===== src/rtl/pport_pkg.sv =====
package pport_pkg;

  localparam int CSR_W = 8;

  typedef enum logic [1:0] {
    FLAG_LOW    = 2'b00,
    FLAG_HIGH   = 2'b01,
    FLAG_MIRROR = 2'b10,
    FLAG_INPUT  = 2'b11
  } flagMode_e;

  // strobes from control to datapath
  typedef struct packed {
    logic outLoad;  // load output buffer from CPU data
    logic inLoad;   // load input buffer from synchronized pins
    logic drvEn;    // data pin drivers on
    logic selCsr;   // drive status word instead of output buffer
  } dpCtl_t;

endpackage


===== src/rtl/pport_sync.sv =====
module pport_sync #(
  parameter int         W      = 1,
  parameter int         STAGES = 2,
  parameter logic [W-1:0] RST  = '0
) (
  input  logic         clk,
  input  logic         rstN,
  input  logic [W-1:0] din,
  output logic [W-1:0] dout
);
  logic [W-1:0] chain [STAGES];

  for (genvar s = 0; s < STAGES; s++) begin : g_stage
    if (s == 0) begin : g_first
      always_ff @(posedge clk or negedge rstN)
        if (!rstN) chain[0] <= RST;
        else       chain[0] <= din;
    end else begin : g_next
      always_ff @(posedge clk or negedge rstN)
        if (!rstN) chain[s] <= RST;
        else       chain[s] <= chain[s-1];
    end
  end

  assign dout = chain[STAGES-1];
endmodule


===== src/rtl/pport_ctrl.sv =====
module pport_ctrl
  import pport_pkg::*;
(
  input  logic             clk,
  input  logic             rstN,
  input  logic             regSel,
  input  logic             regWr,
  input  logic             regRd,
  input  logic [CSR_W-1:2] cfgWdata,
  input  logic             odsSync,
  input  logic             idsSync,
  input  logic             bSync,
  input  logic             outStbN,
  input  logic             flagAIn,
  input  logic             flagBIn,
  output dpCtl_t           ctl,
  output logic [CSR_W-1:0] csr,
  output logic             flagAOut,
  output logic             flagAOe,
  output logic             flagBOut,
  output logic             flagBOe
);
  localparam int CFG_W = CSR_W - 2;

  logic [CFG_W-1:0] cfgQ;   // [0] input mode, [1] clear edge, [3:2] A, [5:4] B
  logic obfQ, ibfQ;
  logic odsPrev, idsPrev;

  flagMode_e aMode, bMode;
  logic inTransparent, clrOnRise;
  logic odsRise, odsFall, idsRise, idsFall;
  logic obfClr, inBlocked, inSet;
  logic outWr, cfgWr, bufRd;

  function automatic logic [1:0] flagDrive(flagMode_e m, logic mirror);
    unique case (m)
      FLAG_LOW:    return 2'b10;
      FLAG_HIGH:   return 2'b11;
      FLAG_MIRROR: return {1'b1, mirror};
      default:     return 2'b00;
    endcase
  endfunction

  always_comb begin
    aMode         = flagMode_e'(cfgQ[3:2]);
    bMode         = flagMode_e'(cfgQ[5:4]);
    inTransparent = cfgQ[0];
    clrOnRise     = cfgQ[1];
    odsRise       = odsSync & ~odsPrev;
    odsFall       = ~odsSync & odsPrev;
    idsRise       = idsSync & ~idsPrev;
    idsFall       = ~idsSync & idsPrev;
    obfClr        = clrOnRise ? odsRise : odsFall;
    inBlocked     = (bMode == FLAG_INPUT) && bSync;
    inSet         = !inBlocked && (inTransparent ? idsFall : idsRise);
    outWr         = regWr && !regSel;
    cfgWr         = regWr && regSel;
    bufRd         = regRd && !regSel;

    ctl.outLoad = outWr;
    ctl.inLoad  = !inBlocked && (inTransparent ? !idsSync : idsRise);
    ctl.drvEn   = (bMode != FLAG_INPUT) || (!outStbN && !flagBIn);
    ctl.selCsr  = (aMode == FLAG_INPUT) && flagAIn;

    {flagAOe, flagAOut} = flagDrive(aMode, obfQ);
    {flagBOe, flagBOut} = flagDrive(bMode, ibfQ);
    csr = {cfgQ, obfQ, ibfQ};
  end

  always_ff @(posedge clk or negedge rstN) begin
    if (!rstN) begin
      cfgQ    <= '1;
      obfQ    <= 1'b0;
      ibfQ    <= 1'b0;
      odsPrev <= 1'b1;
      idsPrev <= 1'b1;
    end else begin
      odsPrev <= odsSync;
      idsPrev <= idsSync;
      if (cfgWr) cfgQ <= cfgWdata;
      if (outWr)       obfQ <= 1'b1;
      else if (obfClr) obfQ <= 1'b0;
      if (inSet)       ibfQ <= 1'b1;
      else if (bufRd)  ibfQ <= 1'b0;
    end
  end
endmodule


===== src/rtl/pport_dp.sv =====
module pport_dp
  import pport_pkg::*;
#(
  parameter int DATA_W = 8
) (
  input  logic              clk,
  input  logic              rstN,
  input  dpCtl_t            ctl,
  input  logic              regSel,
  input  logic [DATA_W-1:0] regWdata,
  input  logic [DATA_W-1:0] dataSync,
  input  logic [CSR_W-1:0]  csr,
  output logic [DATA_W-1:0] regRdata,
  output logic [DATA_W-1:0] padOut,
  output logic              padOe
);
  logic [DATA_W-1:0] outBuf, inBuf, statusWord;

  assign statusWord = DATA_W'(csr);

  always_ff @(posedge clk or negedge rstN) begin
    if (!rstN) begin
      outBuf <= '0;
      inBuf  <= '0;
    end else begin
      if (ctl.outLoad) outBuf <= regWdata;
      if (ctl.inLoad)  inBuf  <= dataSync;
    end
  end

  assign padOut   = ctl.selCsr ? statusWord : outBuf;
  assign padOe    = ctl.drvEn;
  assign regRdata = regSel ? statusWord : inBuf;
endmodule


===== src/rtl/strobed_pport.sv =====
module strobed_pport
  import pport_pkg::*;
#(
  parameter int DATA_W      = 8,
  parameter int SYNC_STAGES = 2
) (
  input  logic              clk,
  input  logic              rstN,
  input  logic              regSel,
  input  logic              regWr,
  input  logic              regRd,
  input  logic [DATA_W-1:0] regWdata,
  output logic [DATA_W-1:0] regRdata,
  input  logic [DATA_W-1:0] padIn,
  output logic [DATA_W-1:0] padOut,
  output logic              padOe,
  input  logic              outStbN,
  input  logic              inStbN,
  input  logic              flagAIn,
  output logic              flagAOut,
  output logic              flagAOe,
  input  logic              flagBIn,
  output logic              flagBOut,
  output logic              flagBOe
);
  localparam int CTL_W = 3;

  logic [CTL_W-1:0]  ctlSync;
  logic [DATA_W-1:0] dataSync;
  logic [CSR_W-1:0]  csrW;
  dpCtl_t            dpCtl;

  pport_sync #(.W(CTL_W), .STAGES(SYNC_STAGES), .RST({CTL_W{1'b1}})) uCtlSync (
    .clk(clk), .rstN(rstN), .din({outStbN, inStbN, flagBIn}), .dout(ctlSync)
  );

  pport_sync #(.W(DATA_W), .STAGES(SYNC_STAGES), .RST('0)) uDataSync (
    .clk(clk), .rstN(rstN), .din(padIn), .dout(dataSync)
  );

  pport_ctrl uCtrl (
    .clk(clk), .rstN(rstN), .regSel(regSel), .regWr(regWr), .regRd(regRd),
    .cfgWdata(regWdata[CSR_W-1:2]),
    .odsSync(ctlSync[2]), .idsSync(ctlSync[1]), .bSync(ctlSync[0]),
    .outStbN(outStbN), .flagAIn(flagAIn), .flagBIn(flagBIn),
    .ctl(dpCtl), .csr(csrW),
    .flagAOut(flagAOut), .flagAOe(flagAOe), .flagBOut(flagBOut), .flagBOe(flagBOe)
  );

  pport_dp #(.DATA_W(DATA_W)) uDp (
    .clk(clk), .rstN(rstN), .ctl(dpCtl), .regSel(regSel), .regWdata(regWdata),
    .dataSync(dataSync), .csr(csrW),
    .regRdata(regRdata), .padOut(padOut), .padOe(padOe)
  );
endmodule


===== config.mk =====
export PLATFORM = sky130hd
export DESIGN_NAME = strobed_pport
export DESIGN_NICKNAME = d
export VERILOG_FILES = /design/src/rtl/pport_pkg.sv /design/src/rtl/pport_sync.sv /design/src/rtl/pport_ctrl.sv /design/src/rtl/pport_dp.sv /design/src/rtl/strobed_pport.sv
export SDC_FILE = /design/constraint.sdc
export NUM_CORES = 1
export LEC_CHECK = 0
export BUFFER_PORTS_ARGS = -buffer_cell sky130_fd_sc_hd__buf_2
export CAP_MARGIN = 20
export CORE_MARGIN = 5
export CORE_UTILIZATION = 50
export DETAILED_ROUTE_END_ITERATION = 16
export PLACE_DENSITY_LB_ADDON = 0.25
export SYNTH_ARGS = -nofsm -noshare
export SYNTH_HDL_FRONTEND = slang
export SYNTH_SLANG_ARGS = --single-unit

===== constraint.sdc =====
create_clock -name clk -period 2.1 [get_ports clk]
set_clock_uncertainty 0.1 [all_clocks]
set_input_delay 0.315 -clock clk [delete_from_list [all_inputs] [get_ports clk]]
set_output_delay 0.315 -clock clk [all_outputs]
set_load 0.1 [all_outputs]

### Yosys cells after proc, flatten, opt, wreduce, memory -nomap -nowiden

Cells that the tools add are included.

* equal/unequal tests: 7
* bitwise operators: 8
* reduce and logical (&&, ||, !) cells: 18
* muxes and demuxes: 11

Operator list (number)
* two-way mux 8 bit: 2
* one-hot mux 2 bit (3 select lines): 2
* == test 2 bit (second input constant): 4
* logical AND 1 bit: 8
* two-way mux 1 bit: 7
* zero test 1 bit: 5
* AND 1 bit: 4
* == test 2 x 1 -> 1 bit (second input constant): 2
* zero test 2 bit: 2
* NOT 1 bit: 4
* nonzero test 2 bit: 2
* inequality test 2 bit (second input constant): 1
* logical OR 1 bit: 1

* bits of input ports: 25
* output and inout port bits: 21
* word-level logic and storage cells: 55
* flip-flop bits (word level): 48

### Longest topological paths before layout

* word-level depth: 5
* mapped depth: 3
* gate-level depth less buffers: 3

### Cells and area by module

A second synthesis with hierarchy kept.

* cell total of the unflattened synthesis: 127
* area total of the unflattened synthesis: 2080.7 µm²

Modules (own cells, without submodules)
* pport_dp: seq. area each 400.4 µm², instances 1, area an instance 933.4 µm², cells an instance 53
* pport_ctrl: seq. area each 260.2 µm², instances 1, area an instance 506.7 µm², cells an instance 41
* pport_sync at uDataSync: seq. area each 400.4 µm², instances 1, area an instance 460.4 µm², cells an instance 24
* pport_sync at uCtlSync: seq. area each 157.7 µm², instances 1, area an instance 180.2 µm², cells an instance 9

### Least setup slack after synthesis

Ideal clock, no wire load.

* kind: register -> output
* start point: register uCtrl.cfgQ[3]
* end point: output port padOut[6]
* slack: -1276 ps
* required time: 1685 ps
* data arrival time: 2961 ps
* stages on the path, launching flop included: 3
* path through: dfstp_2 > nand3_1 > o21ai_0

* word-level cells in the longest chain between the ends: 3

RTL lines
* start: declaration: line pport_ctrl.sv:25 `logic [CFG_W-1:0] cfgQ;`
* start signal: assignment: line pport_ctrl.sv:80 `if (cfgWr) cfgQ <= cfgWdata;`
* == test 2 bit: line pport_ctrl.sv:63 `ctl.selCsr = (aMode == FLAG_INPUT) && flagAIn;`
* logical AND 1 bit: line pport_ctrl.sv:63
* two-way mux 8 bit: line pport_dp.sv:31 `assign padOut = ctl.selCsr ? statusWord : outBuf;`
* end: declaration: line strobed_pport.sv:15 `output logic [DATA_W-1:0] padOut,`

No other way between the ends.

### Final worst setup path

* start point: register uCtrl.cfgQ[2]
* end point: output port padOut[1]

The elaborated chain is that of the path after synthesis.

==> impl_metrics.sql <==
INSERT INTO impl_metrics (metric_group, metric, value, unit) VALUES
('outcome', 'run_status', 'finished, final reports clean', ''),
('cells_and_area', 'final_net_count', '205', ''),
('sta', 'relSlewSlack', '61.27', '%'),
('pwr', 'power_switching', '1194', 'µW'),
('cells_and_area', 'finalCoreUtilization', '72.01', '%'),
('floorplanning', 'io-pin-count', '46', ''),
('pwr', 'seqPwrFrac', '41.4', '%'),
('clocking', 'cts_tree', 'yes', ''),
('synth', 'synth_top_cells_by_area', 'sky130_fd_sc_hd__dfrtp_1, sky130_fd_sc_hd__mux2_2, sky130_fd_sc_hd__dfstp_2', ''),
('floorplanning', 'dieWidth', '69.88', 'µm'),
('detailed_routing', 'final_routed_wirelength', '3540', 'µm'),
('setup_path', 'critPathKind', 'flop to primary output', ''),
('sta', 'fmax', '489.7', 'MHz'),
('synth', 'yosys.area.top_type', 'sky130_fd_sc_hd__dfrtp_1', ''),
('sta', 'report.final.setup_viol', '0', ''),
('pwr', 'power.leakage', '0.001100', 'µW'),
('grt', 'met3_track_usage_gr', '6.456', '%'),
('synth', 'yosys_most_used_dff', 'sky130_fd_sc_hd__dfrtp_1', ''),
('pwr', 'cellPowerDensity', '1117', 'mW/mm²'),
('setup_path', 'worst_ep_arrival_time', '1.63', 'ns'),
('cells_and_area', 'final.fill_count', '246', ''),
('job', 'maximum_capacitance_violations', '0', ''),
('clocking', 'clkSlewWorstSetupHoldPaths', '0.14', 'ns'),
('pwr', 'power.ir.vdd_worst', '0.7148', 'mV'),
('cells_and_area', 'drive_above_1_share', '64.64', '%'),
('clocking', 'htreeDepth', '2', ''),
('grt', 'grt_util_all_layers', '16.20', '%'),
('clocking', 'cts_buffer_depth', '2', ''),
('pwr', 'power.share.switching', '43.47', '%'),
('placed_design', 'place_congestion', '0.7557', ''),
('sta', 'final_hold_viol_count', '0', ''),
('sta', 'rsz0062_at_grt', 'true', ''),
('floorplanning', 'die_span_y', '69.88', 'µm'),
('clocking', 'cts.root.buffer_cell', 'sky130_fd_sc_hd__clkbuf_4', ''),
('synth', 'synth_sequential_area_ratio', '67.97', '%'),
('setup_path', 'cpLargestDelayFamily', 'flip-flops', ''),
('pwr', 'p_clk_share', '16.3', '%'),
('grt', 'gr-max-usage-layer', 'met2', ''),
('floorplanning', 'die_area', '0.004883', 'mm²'),
('pwr', 'internal_power', '1553', 'µW'),
('floorplanning', 'std_cell_rows', '21', ''),
('floorplanning', 'coreArea', '0.003416', 'mm²'),
('setup_path', 'crit_path_max_fanout', '5', ''),
('grt', 'gr-usage-met1', '18.76', '%'),
('synth', 'synth-edff-count', '0', ''),
('sta', 'max_slew.worst_pin.slew', '0.5810', 'ns'),
('synth', 'mappedNetlistNets', '136', ''),
('sta', 'post-route-min-period', '2.042', 'ns'),
('sta', 'final-max-slew-violation-count', '0', ''),
('setup_path', 'worst-path-buf-inv', '1', ''),
('synth', 'postSynthAreaPerCell', '16.15', 'µm²'),
('grt', 'grt_pass1_wl', '6189', 'µm'),
('detailed_routing', 'dr.pass1.iters', '2', ''),
('setup_path', 'worstPathRequired', '1.68', 'ns'),
('detailed_routing', 'dr.first_iter.drc_count', '47', ''),
('cells_and_area', 'design_area', '0.002460', 'mm²'),
('synth', 'ys_ff_latch', '48', ''),
('placed_design', 'detailedPlacementHpwl', '2507', 'µm'),
('cells_and_area', 'area.sequential', '0.001219', 'mm²'),
('synth', 'yosys_warnings', '0', ''),
('placed_design', 'placed_area', '0.002210', 'mm²'),
('grt', 'grt-ovfl-total', '0', ''),
('setup_path', 'timing.critical_path.slowest_cell_delay', '0.61', 'ns'),
('detailed_routing', 'avgViaCountPerCell', '4.974', ''),
('cells_and_area', 'num_antenna_cells', '0', ''),
('detailed_routing', 'drc_violation_count_after_routing', '0', ''),
('floorplanning', 'initial_core_util', '52.49', '%'),
('pwr', 'share_comb_of_total_power', '42.3', '%'),
('detailed_routing', 'final_antenna_violating_net_count', '0', ''),
('cells_and_area', 'flow.area_growth_from_synthesis', '37.19', '%'),
('clocking', 'numCtsBuffers', '5', '');
[Yosys cell counts, types with 2 or more instances]
cell type / n
sky130_fd_sc_hd__mux2_2: 35
sky130_fd_sc_hd__dfrtp_1: 34
sky130_fd_sc_hd__dfstp_2: 14
sky130_fd_sc_hd__nand2_1: 5
sky130_fd_sc_hd__o21ai_0: 4
sky130_fd_sc_hd__inv_1: 2
sky130_fd_sc_hd__nand2b_1: 2
sky130_fd_sc_hd__nand3_1: 2
[layout by cell type (no fill, tap or decap), types with 2 or more instances in the layout]
master	instances
sky130_fd_sc_hd__buf_12	8
sky130_fd_sc_hd__buf_2	34
sky130_fd_sc_hd__buf_4	6
sky130_fd_sc_hd__clkbuf_4	7
sky130_fd_sc_hd__dfrtp_1	34
sky130_fd_sc_hd__dfstp_2	14
sky130_fd_sc_hd__dlygate4sd3_1	12
sky130_fd_sc_hd__inv_1	2
sky130_fd_sc_hd__inv_6	2
sky130_fd_sc_hd__mux2_2	34
sky130_fd_sc_hd__nand2_1	5
sky130_fd_sc_hd__nand2b_1	2
sky130_fd_sc_hd__o21ai_0	2
sky130_fd_sc_hd__o21ai_2	2
[repair_timing]
item | in CTS | in global routing
resized for setup | 3 | 4
gates cloned | 0 | 1
hold buffers | 12 | 0
endpoints found under the setup margin | 8 | 8
hold endpoints to repair | 45 | 0
buffers inserted | 2 | 2
pin swaps | 0 | 1
[through the flow]
step | hold slack (ns) | cells | power [µW] | setup WS [ns]
global placement | 0.2320 | 202 | 2240 | 0.2093
global route | 0.05736 | 227 | 2867 | -0.01069
CTS | 0.04796 | 224 | 2753 | 0.02897
floorplan | -0.08059 | 111 | 1978 | -0.1018
finish | 0.07564 | 227 | 2747 | 0.05773
detailed placement | 0.2364 | 202 | 2270 | 0.1818
[area by class of cell]
type                       instances  area share, %
sequential                        48          49.54
clock buffer                       5          1.526
timing repair buffer              63          21.21
tap                               46          2.340
clock inverter                     3          1.017
inverter                           2         0.3052
multi-input combinational         60          24.06
[power groups by stage]
stage / sequential (µW) / combinational, µW / clock, µW
after detailed placement: 1160 / 1120 / 0
after floorplan: 1120 / 855 / 0
after CTS: 1140 / 1150 / 465
after global routing: 1160 / 1210 / 502
final: 1140 / 1160 / 447
after global placement: 1140 / 1100 / 0
[logic make-up (layout without fill, tap and decap cells)]
family / Yosys count / in the layout / share of synthesized area [%]
AO/OA/AOI/OAI: 8 / 8 / 3.350
buffers and inverters: 4 / 73 / 1.117
flip-flops: 48 / 48 / 67.97
multiplexers: 36 / 36 / 22.54
AND/OR/NAND/NOR: 15 / 16 / 5.025
[flip-flops by register name, indices dropped and copies added (netlist names)]
name / count
uDataSync.chain: 8
uDataSync.dout: 8
uDp.inBuf: 8
uDp.outBuf: 8
uCtrl.cfgQ: 6
uCtlSync.chain: 3
uCtlSync.dout: 3
uCtrl.ibfQ: 1
uCtrl.idsPrev: 1
uCtrl.obfQ: 1
uCtrl.odsPrev: 1
[metal layers]
metal / vias to the layer above / share of wire (%)
met5: - / 0
met4: 0 / 1.9
met3: 9 / 6.6
met2: 35 / 52
met1: 555 / 39
li1: 530 / -
[path summary, 6_finish.rpt]
kind / startpoint / to / slack (ns) / depth (start not counted)
worst max-delay path: uCtrl.cfgQ[2] / padOut[1] / 0.06 / 3
worst min-delay path: regWdata[1] / uDp.outBuf[1] / 0.08 / 2
worst max register to register: uCtlSync.dout[1] / uDp.inBuf[0] / 0.50 / 3
worst min register to register: uDataSync.chain[8] / uDataSync.dout[0] / 0.27 / 0
max in group asynchronous: rstN / uCtlSync.chain[3] / 1.05 / 3
min in group asynchronous: rstN / uDataSync.chain[15] / 0.44 / 3
Power figures use the tool's default switching activity.
